### config.mk
export PLATFORM = sky130hd
export DESIGN_NAME = sector_lock_mgr
export DESIGN_NICKNAME = d
export VERILOG_FILES = /design/src/rtl/lock_mgr_pkg.sv /design/src/rtl/lock_poll_timer.sv /design/src/rtl/lock_prot_map.sv /design/src/rtl/sector_lock_mgr.sv
export SDC_FILE = /design/constraint.sdc
export NUM_CORES = 1
export LEC_CHECK = 0
export BUFFER_PORTS_ARGS = -buffer_cell sky130_fd_sc_hd__buf_2
export CORE_ASPECT_RATIO = 0.8
export CORE_MARGIN = 3
export CORE_UTILIZATION = 45
export CTS_CLUSTER_DIAMETER = 200
export DETAILED_ROUTE_END_ITERATION = 12
export PLACE_DENSITY = 0.68
export REMOVE_ABC_BUFFERS = 1
export SLEW_MARGIN = 30
export SYNTH_ARGS = -nofsm -noshare
export SYNTH_HDL_FRONTEND = slang
export SYNTH_HIERARCHICAL = 1
export SYNTH_SLANG_ARGS = --single-unit
### constraint.sdc
create_clock -name clk -period 2.65 [get_ports clk]
set_input_delay 0.3975 -clock clk [delete_from_list [all_inputs] [get_ports clk]]
set_output_delay 0.3975 -clock clk [all_outputs]
set_load 0.03 [all_outputs]
### src/rtl/lock_mgr_pkg.sv
package lock_mgr_pkg;

  typedef enum logic [3:0] {
    LK_IDLE,
    LK_CLRSTAT,
    LK_SETUP,
    LK_ARG,
    LK_POLL,
    LK_SCAN,
    LK_RSETUP,
    LK_RARG,
    LK_RPOLL,
    LK_EXIT
  } lk_state_e;

  localparam logic [7:0] OP_CLEAR_STATUS = 8'h50;
  localparam logic [7:0] OP_LOCK_SETUP   = 8'h60;
  localparam logic [7:0] OP_LOCK_ONE     = 8'h01;
  localparam logic [7:0] OP_UNLOCK_ALL   = 8'hD0;
  localparam logic [7:0] OP_READ_ARRAY   = 8'hFF;
  localparam logic [7:0] STATUS_GOOD     = 8'h80;

endpackage

### src/rtl/lock_poll_timer.sv
module lock_poll_timer #(
  parameter int TMO = 4096
) (
  input  logic clk,
  input  logic rst_n,
  input  logic restart,
  input  logic advance,
  output logic expired
);

  localparam int CW = $clog2(TMO + 1);
  localparam logic [CW-1:0] LAST = CW'(TMO - 1);

  logic [CW-1:0] cnt_q, cnt_d;
  logic          cnt_en;

  always_comb begin
    cnt_en = restart | advance;
    cnt_d  = restart ? '0 : cnt_q + 1'b1;
  end

  always_ff @(posedge clk or negedge rst_n) begin
    if (!rst_n)      cnt_q <= '0;
    else if (cnt_en) cnt_q <= cnt_d;
  end

  assign expired = (cnt_q == LAST);

endmodule

### src/rtl/lock_prot_map.sv
module lock_prot_map #(
  parameter int NSECT = 128,
  localparam int SW = $clog2(NSECT)
) (
  input  logic             clk,
  input  logic             rst_n,
  input  logic             wr_en,
  input  logic [SW-1:0]    wr_idx,
  input  logic             wr_val,
  output logic [NSECT-1:0] map_o
);

  for (genvar i = 0; i < NSECT; i++) begin : g_bit
    logic hit;
    assign hit = wr_en & (wr_idx == SW'(i));
    always_ff @(posedge clk or negedge rst_n) begin
      if (!rst_n)   map_o[i] <= 1'b0;
      else if (hit) map_o[i] <= wr_val;
    end
  end

endmodule

### src/rtl/sector_lock_mgr.sv
module sector_lock_mgr
  import lock_mgr_pkg::*;
#(
  parameter int NSECT    = 128,
  parameter int BLK_LOG2 = 17,
  parameter int TMO      = 4096,
  localparam int SW      = $clog2(NSECT),
  localparam int ADDR_W  = SW + BLK_LOG2
) (
  input  logic              clk,
  input  logic              rst_n,
  input  logic              req_valid,
  input  logic [SW-1:0]     req_sector,
  input  logic              req_lock,
  output logic              busy,
  output logic              done,
  output logic              done_err,
  output logic [NSECT-1:0]  prot_map,
  output logic              fl_we,
  output logic              fl_re,
  output logic [ADDR_W-1:0] fl_addr,
  output logic [7:0]        fl_wdata,
  input  logic [7:0]        fl_rdata
);

  localparam int WW = $clog2(NSECT + 1);
  localparam logic [WW-1:0] WALK_END = WW'(NSECT);

  lk_state_e     state_q, state_d;
  logic [SW-1:0] sec_q, sec_d;
  logic          lock_q, lock_d;
  logic          err_q, err_d;
  logic [WW-1:0] walk_q, walk_d;

  logic          tmr_restart, tmr_adv, tmr_last;
  logic          map_we;
  logic          relock_phase;
  logic [SW-1:0] addr_sec;
  logic          st_ready, st_good;

  lock_poll_timer #(.TMO(TMO)) u_timer (
    .clk     (clk),
    .rst_n   (rst_n),
    .restart (tmr_restart),
    .advance (tmr_adv),
    .expired (tmr_last)
  );

  lock_prot_map #(.NSECT(NSECT)) u_map (
    .clk    (clk),
    .rst_n  (rst_n),
    .wr_en  (map_we),
    .wr_idx (sec_q),
    .wr_val (lock_q),
    .map_o  (prot_map)
  );

  assign st_ready     = fl_rdata[7];
  assign st_good      = (fl_rdata == STATUS_GOOD);
  assign relock_phase = (state_q == LK_RSETUP) || (state_q == LK_RARG) ||
                        (state_q == LK_RPOLL);
  assign addr_sec     = relock_phase ? walk_q[SW-1:0] : sec_q;
  assign fl_addr      = {addr_sec, {BLK_LOG2{1'b0}}};
  assign busy         = (state_q != LK_IDLE);

  // next-state and output decode
  always_comb begin
    state_d     = state_q;
    sec_d       = sec_q;
    lock_d      = lock_q;
    err_d       = err_q;
    walk_d      = walk_q;
    fl_we       = 1'b0;
    fl_re       = 1'b0;
    fl_wdata    = OP_READ_ARRAY;
    tmr_restart = 1'b0;
    tmr_adv     = 1'b0;
    map_we      = 1'b0;
    done        = 1'b0;
    done_err    = 1'b0;
    unique case (state_q)
      LK_IDLE: begin
        if (req_valid) begin
          sec_d   = req_sector;
          lock_d  = req_lock;
          err_d   = 1'b0;
          state_d = LK_CLRSTAT;
        end
      end
      LK_CLRSTAT: begin
        fl_we    = 1'b1;
        fl_wdata = OP_CLEAR_STATUS;
        state_d  = LK_SETUP;
      end
      LK_SETUP: begin
        fl_we    = 1'b1;
        fl_wdata = OP_LOCK_SETUP;
        state_d  = LK_ARG;
      end
      LK_ARG: begin
        fl_we       = 1'b1;
        fl_wdata    = lock_q ? OP_LOCK_ONE : OP_UNLOCK_ALL;
        tmr_restart = 1'b1;
        state_d     = LK_POLL;
      end
      LK_POLL: begin
        fl_re = 1'b1;
        if (st_ready || tmr_last) begin
          err_d   = !(st_ready && st_good);
          map_we  = st_ready && st_good;
          walk_d  = '0;
          state_d = lock_q ? LK_EXIT : LK_SCAN;
        end else begin
          tmr_adv = 1'b1;
        end
      end
      LK_SCAN: begin
        if (walk_q == WALK_END)            state_d = LK_EXIT;
        else if (prot_map[walk_q[SW-1:0]]) state_d = LK_RSETUP;
        else                               walk_d  = walk_q + 1'b1;
      end
      LK_RSETUP: begin
        fl_we    = 1'b1;
        fl_wdata = OP_LOCK_SETUP;
        state_d  = LK_RARG;
      end
      LK_RARG: begin
        fl_we       = 1'b1;
        fl_wdata    = OP_LOCK_ONE;
        tmr_restart = 1'b1;
        state_d     = LK_RPOLL;
      end
      LK_RPOLL: begin
        fl_re = 1'b1;
        if (st_ready || tmr_last) begin
          err_d   = err_q | !st_ready;
          walk_d  = walk_q + 1'b1;
          state_d = LK_SCAN;
        end else begin
          tmr_adv = 1'b1;
        end
      end
      LK_EXIT: begin
        fl_we    = 1'b1;
        fl_wdata = OP_READ_ARRAY;
        done     = 1'b1;
        done_err = err_q;
        state_d  = LK_IDLE;
      end
      default: state_d = LK_IDLE;
    endcase
  end

  // registers
  always_ff @(posedge clk or negedge rst_n) begin
    if (!rst_n) begin
      state_q <= LK_IDLE;
      sec_q   <= '0;
      lock_q  <= 1'b0;
      err_q   <= 1'b0;
      walk_q  <= '0;
    end else begin
      state_q <= state_d;
      sec_q   <= sec_d;
      lock_q  <= lock_d;
      err_q   <= err_d;
      walk_q  <= walk_d;
    end
  end

endmodule

# ---- Word level (Yosys, flattened, before mapping)
# Cells that the tools add are included.
dict set report totals {
  out_inout_bits 165
  mem_bits_rw 0
  mem_bits_ro 0
  wordCells 462
  n_memories 0
  inputBits 19
  latch_bits 0
  reg_bits 162
}
dict set report classes {
  n_shift 0
  order_cmp 1
  multipliers 0
  muxes 31
  n_eq_ne 145
  div_mod_pow 0
  n_addsub 2
  bitwise_logic 130
  reduce_logical 19
}
# operator count
set op_table {}
lappend op_table {{equality test 7 bit, second input constant} 64}
lappend op_table {{equality test 7 x 6 -> 1 bit, second input constant} 32}
lappend op_table {{AND 1 bit} 128}
lappend op_table {{equality test 7 x 5 -> 1 bit, second input constant} 16}
lappend op_table {{equality test 7 x 4 -> 1 bit, second input constant} 8}
lappend op_table {{two-way mux 8 bit} 5}
lappend op_table {{case mux 4 bit (9 select lines)} 1}
lappend op_table {{case mux 8 bit (4 select lines)} 1}
lappend op_table {{equality test 7 x 3 -> 1 bit, second input constant} 4}
lappend op_table {{two-way mux 4 bit} 6}
lappend op_table {{case mux 8 bit (3 select lines)} 1}
lappend op_table {{equality test 4 x 3 -> 1 bit, second input constant} 4}
lappend op_table {{equality test 8 bit, second input constant} 2}
lappend op_table {{equality test 7 x 2 -> 1 bit, second input constant} 2}
lappend op_table {{adder 13 x 1 -> 13 bit, second input constant} 1}
lappend op_table {{equality test 13 x 12 -> 1 bit, second input constant} 1}
lappend op_table {{two-way mux 1 bit} 13}
lappend op_table {{two-way mux 13 bit} 1}
lappend op_table {{adder 8 x 1 -> 8 bit, second input constant} 1}
lappend op_table {{equality test 4 x 2 -> 1 bit, second input constant} 2}
lappend op_table {{equality test 4 bit, second input constant} 2}
lappend op_table {{less-than comparator 7 x 8 -> 1 bit, second input constant} 1}
lappend op_table {{!= test 2 bit, second input constant} 4}
lappend op_table {{AND reduction 4 bit} 2}
lappend op_table {{19 further kinds} 26}

# ---- Longest topological paths before layout
# Gate-level depths: netlist (run 1).
dict set report depth {
  ltp_word 5
  depth_mapped 12
  depth_no_buf 9
}

# ---- Hierarchy
# The synthesis (run 1) kept the hierarchy.
# mod area_each_um2 n_inst cells_per_inst seq_area_each_um2
set by_module_without_submodules {}
lappend by_module_without_submodules {lock_prot_map 6077.1 1 482 3203.1}
lappend by_module_without_submodules {sector_lock_mgr 2691.3 1 278 525.5}
lappend by_module_without_submodules {lock_poll_timer 690.7 1 66 325.3}

# ---- Worst setup path before layout (run 1)
# OpenSTA, ideal clock, no wires.
dict set report synth_path {
  path_kind {reg2reg}
  start {register walk_q[1]}
  end {register walk_q[2]}
  path_slack_ps -4
  setup_ps 121
  path_buffers 2
  arrival_ps 2534
  synth_period_minus_slack_ps 2654
  required_time_ps 2529
  path_stages_with_launch 10
  cell_sequence {dfrtp_1 buf_6 clkbuf_1 mux4_2 a22oi_1 a31oi_1 nor3_1 nand4_4 o311a_1 a41o_1}
}
dict set report synth_via {
  elab_chain_len 4
  elab_cells_between_ends 11
  classes_between {add/sub (1); eq/ne (3); mux (6); reduce/logical (1)}
}
# item line_no
set synth_lines {}
lappend synth_lines {{start: declaration} sector_lock_mgr.sv:33} ;# logic [WW-1:0] walk_q, walk_d;
lappend synth_lines {{start signal: assignment} sector_lock_mgr.sv:167} ;# walk_q <= walk_d;
lappend synth_lines {{binary-select mux 1 bit (select 7 bit) or adder 8 x 1 -> 8 bit (tied branches)} {sector_lock_mgr.sv:119, sector_lock_mgr.sv:120, sector_lock_mgr.sv:137}}
lappend synth_lines {{two-way mux 1 bit (not written as such) or two-way mux 8 bit (tied branches)} sector_lock_mgr.sv:119} ;# else if (prot_map[walk_q[SW-1:0]]) state_d = LK_RSETUP;
lappend synth_lines {{!= test 2 bit (no line) or two-way mux 8 bit (tied branches)} -}
lappend synth_lines {{AND reduction 5 bit (no line) or case mux 8 bit (3 select lines) (tied branches)} -}
# Several ways; a longest one is shown, not always the timed one. The select of a mux whose other input is x is not followed.
# A chain may end at the register's enable or synchronous reset.

# ---- Final worst setup path (run 1)
dict set report layout_path {
  start {register walk_q[1]}
  end {register walk_q[3]}
}
# Same word-level chain as after synthesis.

==> results of run 1 <==
-- timing repair --
item	in CTS	in global routing
endpoints found under the hold margin	46	0
hold buffers	1	0
setup endpoints to repair	35	79
cloned	0	3
resized for setup	10	52
setup buffers	2	13
pin swaps	4	16
-- layer usage --
metal / vias to the layer above / global-route usage / routed length [um]
li1: 3416 / - / -
met1: 3914 / 0.359 / 12600
met2: 384 / 0.367 / 13200
met3: 39 / 0.0688 / 2780
met4: 0 / 0.0709 / 526
met5: - / 0 / 0
-- cell type report --
| type | instances | share of cell area |
|---|---|---|
| Sequential cell | 162 | 0.345 |
| Clock buffer | 17 | 0.0362 |
| Tap cell | 264 | 0.0281 |
| Timing Repair Buffer | 249 | 0.136 |
| Clock inverter | 15 | 0.0161 |
| Multi-Input combinational cell | 579 | 0.435 |
| Inverter | 11 | 0.00351 |
-- placed cells by master, fill, tap and decap left out, types with 5 or more instances in the layout --
cell type,netlist,final
inv_1,9,9
inv_6,0,5
buf_4,31,65
nor2_1,43,40
conb_1,1,17
buf_12,0,7
mux2_2,137,134
a21oi_1,13,13
or4_1,5,5
nand3_1,94,92
clkbuf_16,0,17
nand4_1,14,14
mux2_4,0,7
buf_6,7,9
mux4_2,30,33
nor2b_1,11,11
mux2i_1,8,5
nor3_1,9,5
and4bb_2,9,7
nand2b_1,7,7
dfrtp_1,162,159
o21ai_0,15,15
buf_2,26,165
nor4b_4,4,6
nand2_1,49,49
-- power groups by stage --
stage | Sequential (mW) | Clock, mW | Combinational, mW
finish | 2.99 | 2.62 | 4.01
global route | 3.02 | 2.78 | 4.29
CTS | 2.95 | 2.66 | 3.86
detailed placement | 2.99 | 0 | 3.80
global placement | 2.98 | 0 | 3.77
floorplan | 3.31 | 0 | 1.85
-- metrics by stage --
| stage | setup WS (ns) | hold WS [ns] | power (mW) | TNS [ns] |
|---|---|---|---|---|
| 2_1_floorplan | -1.15 | 0.102 | 5.16 | -102.60 |
| 3_3_place_gp | -0.0859 | 0.375 | 6.75 | -0.377 |
| 3_5_place_dp | -0.129 | 0.380 | 6.79 | -0.826 |
| 4_1_cts | -0.0326 | 0.191 | 9.46 | -0.0902 |
| 5_1_grt | -0.181 | 0.194 | 10.1 | -2.15 |
| 6_report | -0.0772 | 0.202 | 9.62 | -0.240 |
-- registers in the layout (all words and copies together), names as in the netlist --
register	flops
u_map/map_o	128
sec_q	7
walk_q	8
err_q	1
lock_q	1
state_q	4
u_timer/cnt_q	13
-- worst max path at each step --
stage,from,to,slack (ns),cells after the start
after floorplan,u_timer/cnt_q[0],u_map/map_o[81],-1.15,8
after global placement,walk_q[1],walk_q[3],-0.09,9
after detailed placement,walk_q[1],walk_q[3],-0.13,9
after CTS,walk_q[1],walk_q[3],-0.03,7
after global routing,walk_q[1],walk_q[3],-0.18,7
final,walk_q[1],walk_q[3],-0.08,7
-- worst max-delay path: stages (launching register included) --
cell	delay, ns
dfrtp_2	0.53
mux4_2	0.56
mux4_2	0.50
o21a_1	0.20
o21ai_2	0.09
nand4_4	0.19
o311a_1	0.34
a41o_1	0.20
-- logic make-up (layout without fill, tap and decap cells) --
logic type	count (synthesis)	in the layout	share of synthesized area
AO/OA/AOI/OAI	70	70	0.0505
AND/OR/NAND/NOR	296	298	0.188
multiplexers	186	186	0.261
other	1	17	0.000396
adder cells (fa/ha/maj)	3	3	0.00397
buffers and inverters	103	292	0.0626
XOR/XNOR	5	5	0.00463
flip-flops	162	162	0.429
==> results.tsv, run 1 <==
stage	metric	value	unit
detailed_routing	avgViaCountPerCell	5.98	
critical_path	reg2reg_slack	-0.08	ns
finish	utilization	0.582	
power_and_ir_drop	p_comb_frac	0.417	
synth	ys_seq_elements	162	
place	placedCellCount	1246	
worst_hold_path	hold_start	req_sector[3]	
place	port_buffers	166	
finish	final_cell_count_no_fill	1297	
critical_path	arrival	3.05	ns
clocking	cts_buffers	17	
timing	worst_pin_slew	0.927	ns
clocking	htree_levels	4	
die	core_area	0.0202	mm^2
global_routing	grt_pass1_wl	44.0	mm
die	die-width	168	um
critical_path	required	2.97	ns
power_and_ir_drop	switching_share	0.436	
power_and_ir_drop	power.net_switching	4.20	mW
clocking	clk-insertion-delay-late	0.44	ns
finish	multi_input_area	0.00511	mm^2
finish	drive_gt1_frac	0.497	
die	rows	46	
detailed_routing	drt_iter0_drc	889	
timing	relSlewSlack	0.382	
worst_hold_path	min_to	sec_q[3]	
synth	yosysMostFrequentCell	dfrtp_1	
synth	yosysSeqAreaShare	0.429	
power_and_ir_drop	pwr-share-seq	0.311	
run_status	status	complete, but fails checks	
timing	post-route-period-util	1.03	
timing	slew_viol_final	0	
run	max_cap_viol_count	0	
synth	synth_area_per_cell	11.5	um^2
synth	syn_inst	826	
critical_path	start_kind	flip-flop	
worst_hold_path	whs_path_depth	2	
timing	fin_ws	-0.0772	ns
synth	synth_top_area_share	0.429	
timing	setup_viol	8	
run_status	violations	negative setup slack	
detailed_routing	routedWlPerCell	22.4	um
critical_path	crit_path_max_fanout	8	
finish	syn_to_final_growth	24.2	%
critical_path	r2r_start	walk_q[1]	
synth	synth_common_cells	dfrtp_1, mux2_2, nand3_1	
power_and_ir_drop	p_leak	5.66	nW
power_and_ir_drop	max-vdd-ir-drop	0.000590	V
synth	synthFlopType	dfrtp_1	
synth	synthArstFlopShare	1.00	
critical_path	worstReg2RegEnd	walk_q[3]	
critical_path	worstRegToRegCells	7	
timing	clock_skew	0.0143	ns
timing	period_needed	2.73	ns
clocking	clk_path_buf_depth	2	
finish	fin_area	0.0118	mm^2
place	dp_hpwl	20.0	mm
detailed_routing	vias	7753	
clocking	clock_tree.root_cell	clkbuf_16	
die	io-pin-count	184	
clocking	clk_pin_slew	0.07	ns
power_and_ir_drop	p_int	5.42	mW
synth	synth_enable_flop_cells	0	
global_routing	grt-ovfl-total	0	
global_routing	antenna_found_initial	0	
detailed_routing	drt-total-wl	29.1	mm
die	die_h	136	um
finish	diodes	0	
place	placed_area	0.0107	mm^2
critical_path	critPathKind	reg -> reg	
place	finalWeightedCongestion	0.888	
die	initial_core_util	0.468	
timing	fmax	367	MHz
clocking	cts_tree	built	
synth	yosysTopAreaCell	dfrtp_1	
synth	yosys-top-cells-area	dfrtp_1, mux2_2, mux4_2	
timing	hold_viol_final	0	
detailed_routing	drc_errors	0	
die	dieArea	0.0228	mm^2
synth	ys_types	74	
worst_hold_path	hold_path.class	in -> reg	
detailed_routing	dr.pass1.iters	5	
finish	final_nets	1042	
critical_path	end_kind	flip-flop	
synth	yosysWarnings	6	
global_routing	grt_pass1_vias	7427	
clocking	numClockSinks	162	
power_and_ir_drop	pwr-share-clk	0.272	
power_and_ir_drop	p_per_area	819	mW/mm^2
global_routing	grt_max_degree	130	
detailed_routing	antenna_left	0	
finish	n_fill_cell	1702	
synth	netlist_area	0.00946	mm^2
global_routing	grt.total_usage	0.248	
finish	seqCellArea	0.00406	mm^2
timing	rsz0062_at_grt	yes	
Note: power is estimated with default switching activity, not from simulation.
==> inputs of run 2 (changes only) <==
--- a/config.mk
+++ b/config.mk
@@ -5,13 +5,14 @@
 export SDC_FILE = /design/constraint.sdc
 export NUM_CORES = 1
 export LEC_CHECK = 0
-export BUFFER_PORTS_ARGS = -buffer_cell sky130_fd_sc_hd__buf_2
 export CORE_ASPECT_RATIO = 0.8
-export CORE_MARGIN = 3
+export CORE_MARGIN = 5
 export CORE_UTILIZATION = 45
 export CTS_CLUSTER_DIAMETER = 200
 export DETAILED_ROUTE_END_ITERATION = 12
-export PLACE_DENSITY = 0.68
+export DONT_BUFFER_PORTS = 1
+export MAX_ROUTING_LAYER = met4
+export PLACE_DENSITY = 0.6
 export REMOVE_ABC_BUFFERS = 1
 export SLEW_MARGIN = 30
 export SYNTH_ARGS = -nofsm -noshare
==> run 2 against run 1 <==
  * The flow finishes with violations (negative hold slack, negative setup slack)
  * Non-clock buffer count is 55 lower
  * Setup slack better by 0.057 ns
  * Combinational power shrank 5%
  * Total power down 2.5%
  * Final cell count shrank 3.9%
==> results.tsv, run 2 (same netlist as run 1, synthesis figures left out) <==
stage	metric	value	unit
power_and_ir_drop	max-vdd-ir-drop	0.000769	V
die	io-pin-count	184	
detailed_routing	drt_iter0_drc	821	
critical_path	end_kind	flip-flop	
critical_path	start_kind	flip-flop	
detailed_routing	antenna_left	0	
place	placedCellCount	1198	
clocking	cts_tree	built	
finish	final_common_cell	buf_4	
detailed_routing	drc_errors	0	
timing	worst_pin_slew	0.976	ns
detailed_routing	dr.pass1.iters	5	
critical_path	critPathKind	reg -> reg	
timing	slew_viol_final	0	
timing	rsz0062_at_grt	yes	
global_routing	antenna_found_initial	1	
timing	hold_viol_final	162	
global_routing	grt-ovfl-total	0	
timing	relSlewSlack	0.349	
finish	final_nets	985	
worst_hold_path	hold_path.class	in -> async	
die	initial_core_util	0.457	
power_and_ir_drop	p_leak	5.35	nW
finish	mostFrequentLayoutCells	buf_4, dfrtp_1, mux2_2	
finish	drive_gt1_frac	0.465	
timing	fmax	374	MHz
detailed_routing	vias	7532	
place	dp_hpwl	21.5	mm
clocking	clk-insertion-delay-late	0.43	ns
global_routing	grt_max_degree	163	
die	rows	47	
clocking	htree_levels	4	
detailed_routing	avgViaCountPerCell	6.04	
finish	final_cell_count_no_fill	1246	
die	die-width	172	um
clocking	cts_buffers	17	
timing	holdWs	-0.335	ns
finish	reg.largest.list	u_map/map_o (128), u_timer/cnt_q (13), walk_q (8)	
timing	fin_ws	-0.0203	ns
clocking	clk_path_buf_depth	2	
critical_path	cp_slowest_cell	mux4_2	
finish	multi_input_area	0.00506	mm^2
die	die_h	140	um
detailed_routing	routedWlPerCell	24.2	um
timing	post-route-period-util	1.01	
critical_path	critical_path.most_common_cell	buf_12	
place	port_buffers	0	
finish	seqCellArea	0.00406	mm^2
global_routing	grt_pass1_vias	7696	
critical_path	cp_slowest_stage_delay	0.49	ns
critical_path	crit_path_max_fanout	10	
critical_path	required	2.96	ns
finish	n_fill_cell	1743	
critical_path	cp_top_family	multiplexers	
global_routing	grt_pass1_wl	45.8	mm
clocking	numClockSinks	162	
place	placed_area	0.0107	mm^2
critical_path	arrival	2.98	ns
place	finalWeightedCongestion	0.870	
clocking	clk_pin_slew	0.06	ns
run_status	status	complete, but fails checks	
critical_path	crit_buf_inv	2	
run	max_cap_viol_count	0	
timing	setup_viol	3	
finish	fin_area	0.0116	mm^2
detailed_routing	drt-total-wl	30.1	mm
clocking	clock_tree.root_cell	clkbuf_16	
die	core_area	0.0207	mm^2
timing	period_needed	2.67	ns
die	dieArea	0.0240	mm^2
power_and_ir_drop	p_per_area	805	mW/mm^2
timing	clock_skew	0.0150	ns
finish	largest_reg_flops	128	
finish	regMostFlops	u_map/map_o	
run_status	violations	negative hold slack, negative setup slack	
finish	syn_to_final_growth	23.2	%
power_and_ir_drop	power	9.38	mW
global_routing	grt.total_usage	0.254	
critical_path	cp_cell_sequence	buf_12 -> buf_12 -> mux4_2 -> mux2i_1 -> a32oi_1 -> nand3b_1 -> nand4_4 -> o311a_1 -> a41o_1	
==> run 2: layer usage <==
metal | GRT usage | wire length, um | part of all wire
met1 | 0.322 | 12300 | 0.41
met5 | - | 0 | 0
met2 | 0.390 | 14200 | 0.47
met4 | 0.0587 | 661 | 0.022
met3 | 0.0941 | 3000 | 0.10
==> run 2: path summary, 6_finish.rpt <==
| kind | startpoint | endpoint | slack, ns | cells after the start |
|---|---|---|---|---|
| max | walk_q[1] | walk_q[3] | -0.02 | 9 |
| min | rst_n | u_map/map_o[6] | -0.34 | 0 |
| max reg2reg | walk_q[1] | walk_q[3] | -0.02 | 9 |
| min reg2reg | err_q | err_q | 0.57 | 2 |
| max in group asynchronous | rst_n | lock_q | 2.65 | 0 |
| min in group clk | req_sector[3] | sec_q[3] | 0.12 | 1 |
==> run 2: report_power, final <==
group | switching, mW | internal, mW | total [mW] | leakage, nW
sequential | 0.487 | 2.61 | 3.10 | 2.23
clock | 1.06 | 1.41 | 2.46 | 0.277
combinational | 2.47 | 1.35 | 3.82 | 2.84
total | 4.02 | 5.36 | 9.38 | 5.35
==> run 2: final cells by class <==
cell class | instances | share of cell area
multi-input combinational | 577 | 0.434
sequential | 162 | 0.349
timing repair buffer | 194 | 0.134
clock buffer | 23 | 0.0419
tap | 269 | 0.0289
clock inverter | 9 | 0.00827
inverter | 11 | 0.00354
antenna | 1 | 0.000215
==> run 2: worst reg2reg max path: cells and delay by family, from the launching register on <==
family / cells / cell delay [ns]
mux: 2 / 0.85
buf+inv: 2 / 0.27
flops: 1 / 0.37
simple gates: 2 / 0.38
compound gates: 3 / 0.69
==> run 2: stage by stage <==
step           hold WS [ns]  TNS, ns  utilization  worst slack, ns
2_1_floorplan         0.102  -102.60            -            -1.15
3_3_place_gp          0.110   -0.259        0.517          -0.0612
3_5_place_dp          0.110    -1.86        0.517           -0.139
4_1_cts              -0.351        0        0.548          0.00877
5_1_grt              -0.359   -0.545        0.563          -0.0530
6_report             -0.335  -0.0428        0.563          -0.0203
==> run 2: repair_timing <==
action / in CTS / in global routing
gates cloned: 0 / 1
gates resized for setup: 10 / 39
setup buffers: 1 / 13
pin swaps: 3 / 4
endpoints found under the hold margin: 162 / 162
endpoints found under the setup margin: 78 / 83
==> inputs of run 3 (changes only) <==
--- a/config.mk
+++ b/config.mk
@@ -14,6 +14,7 @@
 export MAX_ROUTING_LAYER = met4
 export PLACE_DENSITY = 0.6
 export REMOVE_ABC_BUFFERS = 1
+export SETUP_SLACK_MARGIN = 0.15
 export SLEW_MARGIN = 30
 export SYNTH_ARGS = -nofsm -noshare
 export SYNTH_HDL_FRONTEND = slang
==> run 3 against run 2 <==
  * The flow still finishes with violations (negative hold slack, negative setup slack)
  * Hold slack better by 0.00077 ns
  * Setup slack worse by 0.0014 ns
  * Clock power about the same
  * Core utilization up 4.1 points
  * Sequential share of layout area down 2.4 points
  * Final area up 7.2%
  * Final cell count up 0.72%
  * Register-to-register slack about the same
  * Largest cell class unchanged
==> results.tsv, run 3 (same netlist as run 1, synthesis figures left out) <==
stage	metric	value	unit
critical_path	arrival	2.98	ns
clocking	htree_levels	4	
finish	largest_reg_flops	128	
detailed_routing	routedWlPerCell	25.6	um
die	initial_core_util	0.457	
finish	n_fill_cell	1635	
place	dp_hpwl	21.5	mm
global_routing	grt-ovfl-total	0	
finish	seqCellArea	0.00406	mm^2
critical_path	start_kind	flip-flop	
critical_path	r2r_start	walk_q[1]	
finish	reg.largest.list	u_map/map_o (128), u_timer/cnt_q (13), walk_q (8)	
power_and_ir_drop	p_per_area	784	mW/mm^2
critical_path	critPathKind	reg -> reg	
finish	fin_area	0.0125	mm^2
critical_path	required	2.96	ns
place	finalWeightedCongestion	0.870	
timing	hold_viol_final	162	
run	max_cap_viol_count	0	
clocking	clk_path_buf_depth	2	
timing	clock_skew	0.0126	ns
die	io-pin-count	184	
timing	relSlewSlack	0.148	
clocking	clk_pin_slew	0.06	ns
timing	worst_pin_slew	1.28	ns
finish	final_nets	994	
timing	fin_ws	-0.0217	ns
global_routing	grt_max_degree	163	
finish	mostFrequentLayoutCells	buf_4, dfrtp_1, mux2_4	
timing	holdWs	-0.334	ns
detailed_routing	drt_iter0_drc	796	
global_routing	grt.total_usage	0.257	
timing	post-route-period-util	1.01	
timing	rsz0062_at_grt	yes	
global_routing	grt_pass1_vias	7758	
detailed_routing	vias	7750	
finish	final_common_cell	buf_4	
detailed_routing	avgViaCountPerCell	6.18	
clocking	numClockSinks	162	
global_routing	grt_pass1_wl	46.4	mm
finish	regMostFlops	u_map/map_o	
detailed_routing	drt-total-wl	32.2	mm
place	port_buffers	0	
critical_path	reg2reg_slack	-0.02	ns
global_routing	antenna_found_initial	1	
clocking	cts_buffers	17	
run_status	violations	negative hold slack, negative setup slack	
place	placed_area	0.0107	mm^2
power_and_ir_drop	p_leak	5.70	nW
finish	syn_to_final_growth	32.1	%
critical_path	crit_path_max_fanout	10	
run_status	status	complete, but fails checks	
finish	drive_gt1_frac	0.539	
detailed_routing	drc_errors	0	
die	dieArea	0.0240	mm^2
clocking	clk-insertion-delay-late	0.43	ns
power_and_ir_drop	max-vdd-ir-drop	0.000863	V
detailed_routing	dr.pass1.iters	5	
timing	period_needed	2.67	ns
clocking	clock_tree.root_cell	clkbuf_16	
timing	slew_viol_final	0	
clocking	cts_tree	built	
die	die_h	140	um
die	die-width	172	um
die	rows	47	
detailed_routing	antenna_left	0	
die	core_area	0.0207	mm^2
critical_path	startpoint	walk_q[1]	
finish	multi_input_area	0.00581	mm^2
timing	fmax	374	MHz
worst_hold_path	hold_path.class	in -> async	
critical_path	end_kind	flip-flop	
timing	setup_viol	2	
## run 3: cell types whose count changed in the layout (fill, tap and decap cells not counted), moves of 4 or more
cell     before  now
mux2_2      130   62
nor2_1       40   36
nand3_1      89   37
mux2_4        8   78
nand3_2       1   44
nand2_1      49   44
nand3_4       4   13
## run 3: path summary, 6_finish.rpt
path	to	cells past startpoint
max	walk_q[3]	10
min	u_map/map_o[11]	0
max reg2reg	walk_q[3]	10
min reg2reg	err_q	2
max in group asynchronous	u_timer/cnt_q[4]	0
min in group clk	sec_q[3]	1
## run 3: layer usage
| layer | vias to the layer above | GRT usage | wire, um |
|---|---|---|---|
| li1 | 3323 | - | - |
| met4 | 0 | 0.0715 | 688 |
| met3 | 45 | 0.0936 | 3230 |
| met2 | 374 | 0.392 | 15300 |
| met5 | - | - | 0 |
| met1 | 4008 | 0.326 | 12900 |
## run 3: worst max-delay path: stages, from the launching register on
cell and delay (ns):
dfrtp_2 0.37, buf_12 0.14, buf_4 0.15, buf_4 0.13, mux4_2 0.50, nand2_1 0.10
nand3_1 0.08, a31oi_1 0.29, nand4_4 0.23, o311a_1 0.35, a41o_1 0.21
## run 3: power by group
group,switching (mW),total (mW),internal [mW]
sequential,0.557,3.16,2.61
clock,1.07,2.47,1.41
combinational,2.74,4.15,1.42
## run 3: area by class of cell
type,instances,share of cell area
clock inverter,9,0.00771
multi-input combinational,580,0.465
clock buffer,23,0.0391
timing repair buffer,200,0.133
inverter,11,0.00330
antenna,1,0.000200
sequential,162,0.325
tap,269,0.0269
## run 3: through the flow
stage          power (mW)  worst slack [ns]  TNS [ns]  utilization  cells
6_report             9.79           -0.0217   -0.0370        0.604   1255
4_1_cts              9.26           0.00159         0        0.553   1238
3_5_place_dp         6.71            -0.139     -1.86        0.517   1198
5_1_grt              10.2            -0.110    -0.597        0.604   1255
3_3_place_gp         6.65           -0.0612    -0.259        0.517   1198
2_1_floorplan        5.16             -1.15   -102.60            -    750
## run 3: what timing repair did
item | in CTS | in global routing
hold endpoints to repair | 162 | 162
setup buffers | 6 | 13
pin swaps | 5 | 20
cloned | 2 | 3
gates resized for setup | 18 | 194
endpoints found under the setup margin | 134 | 132
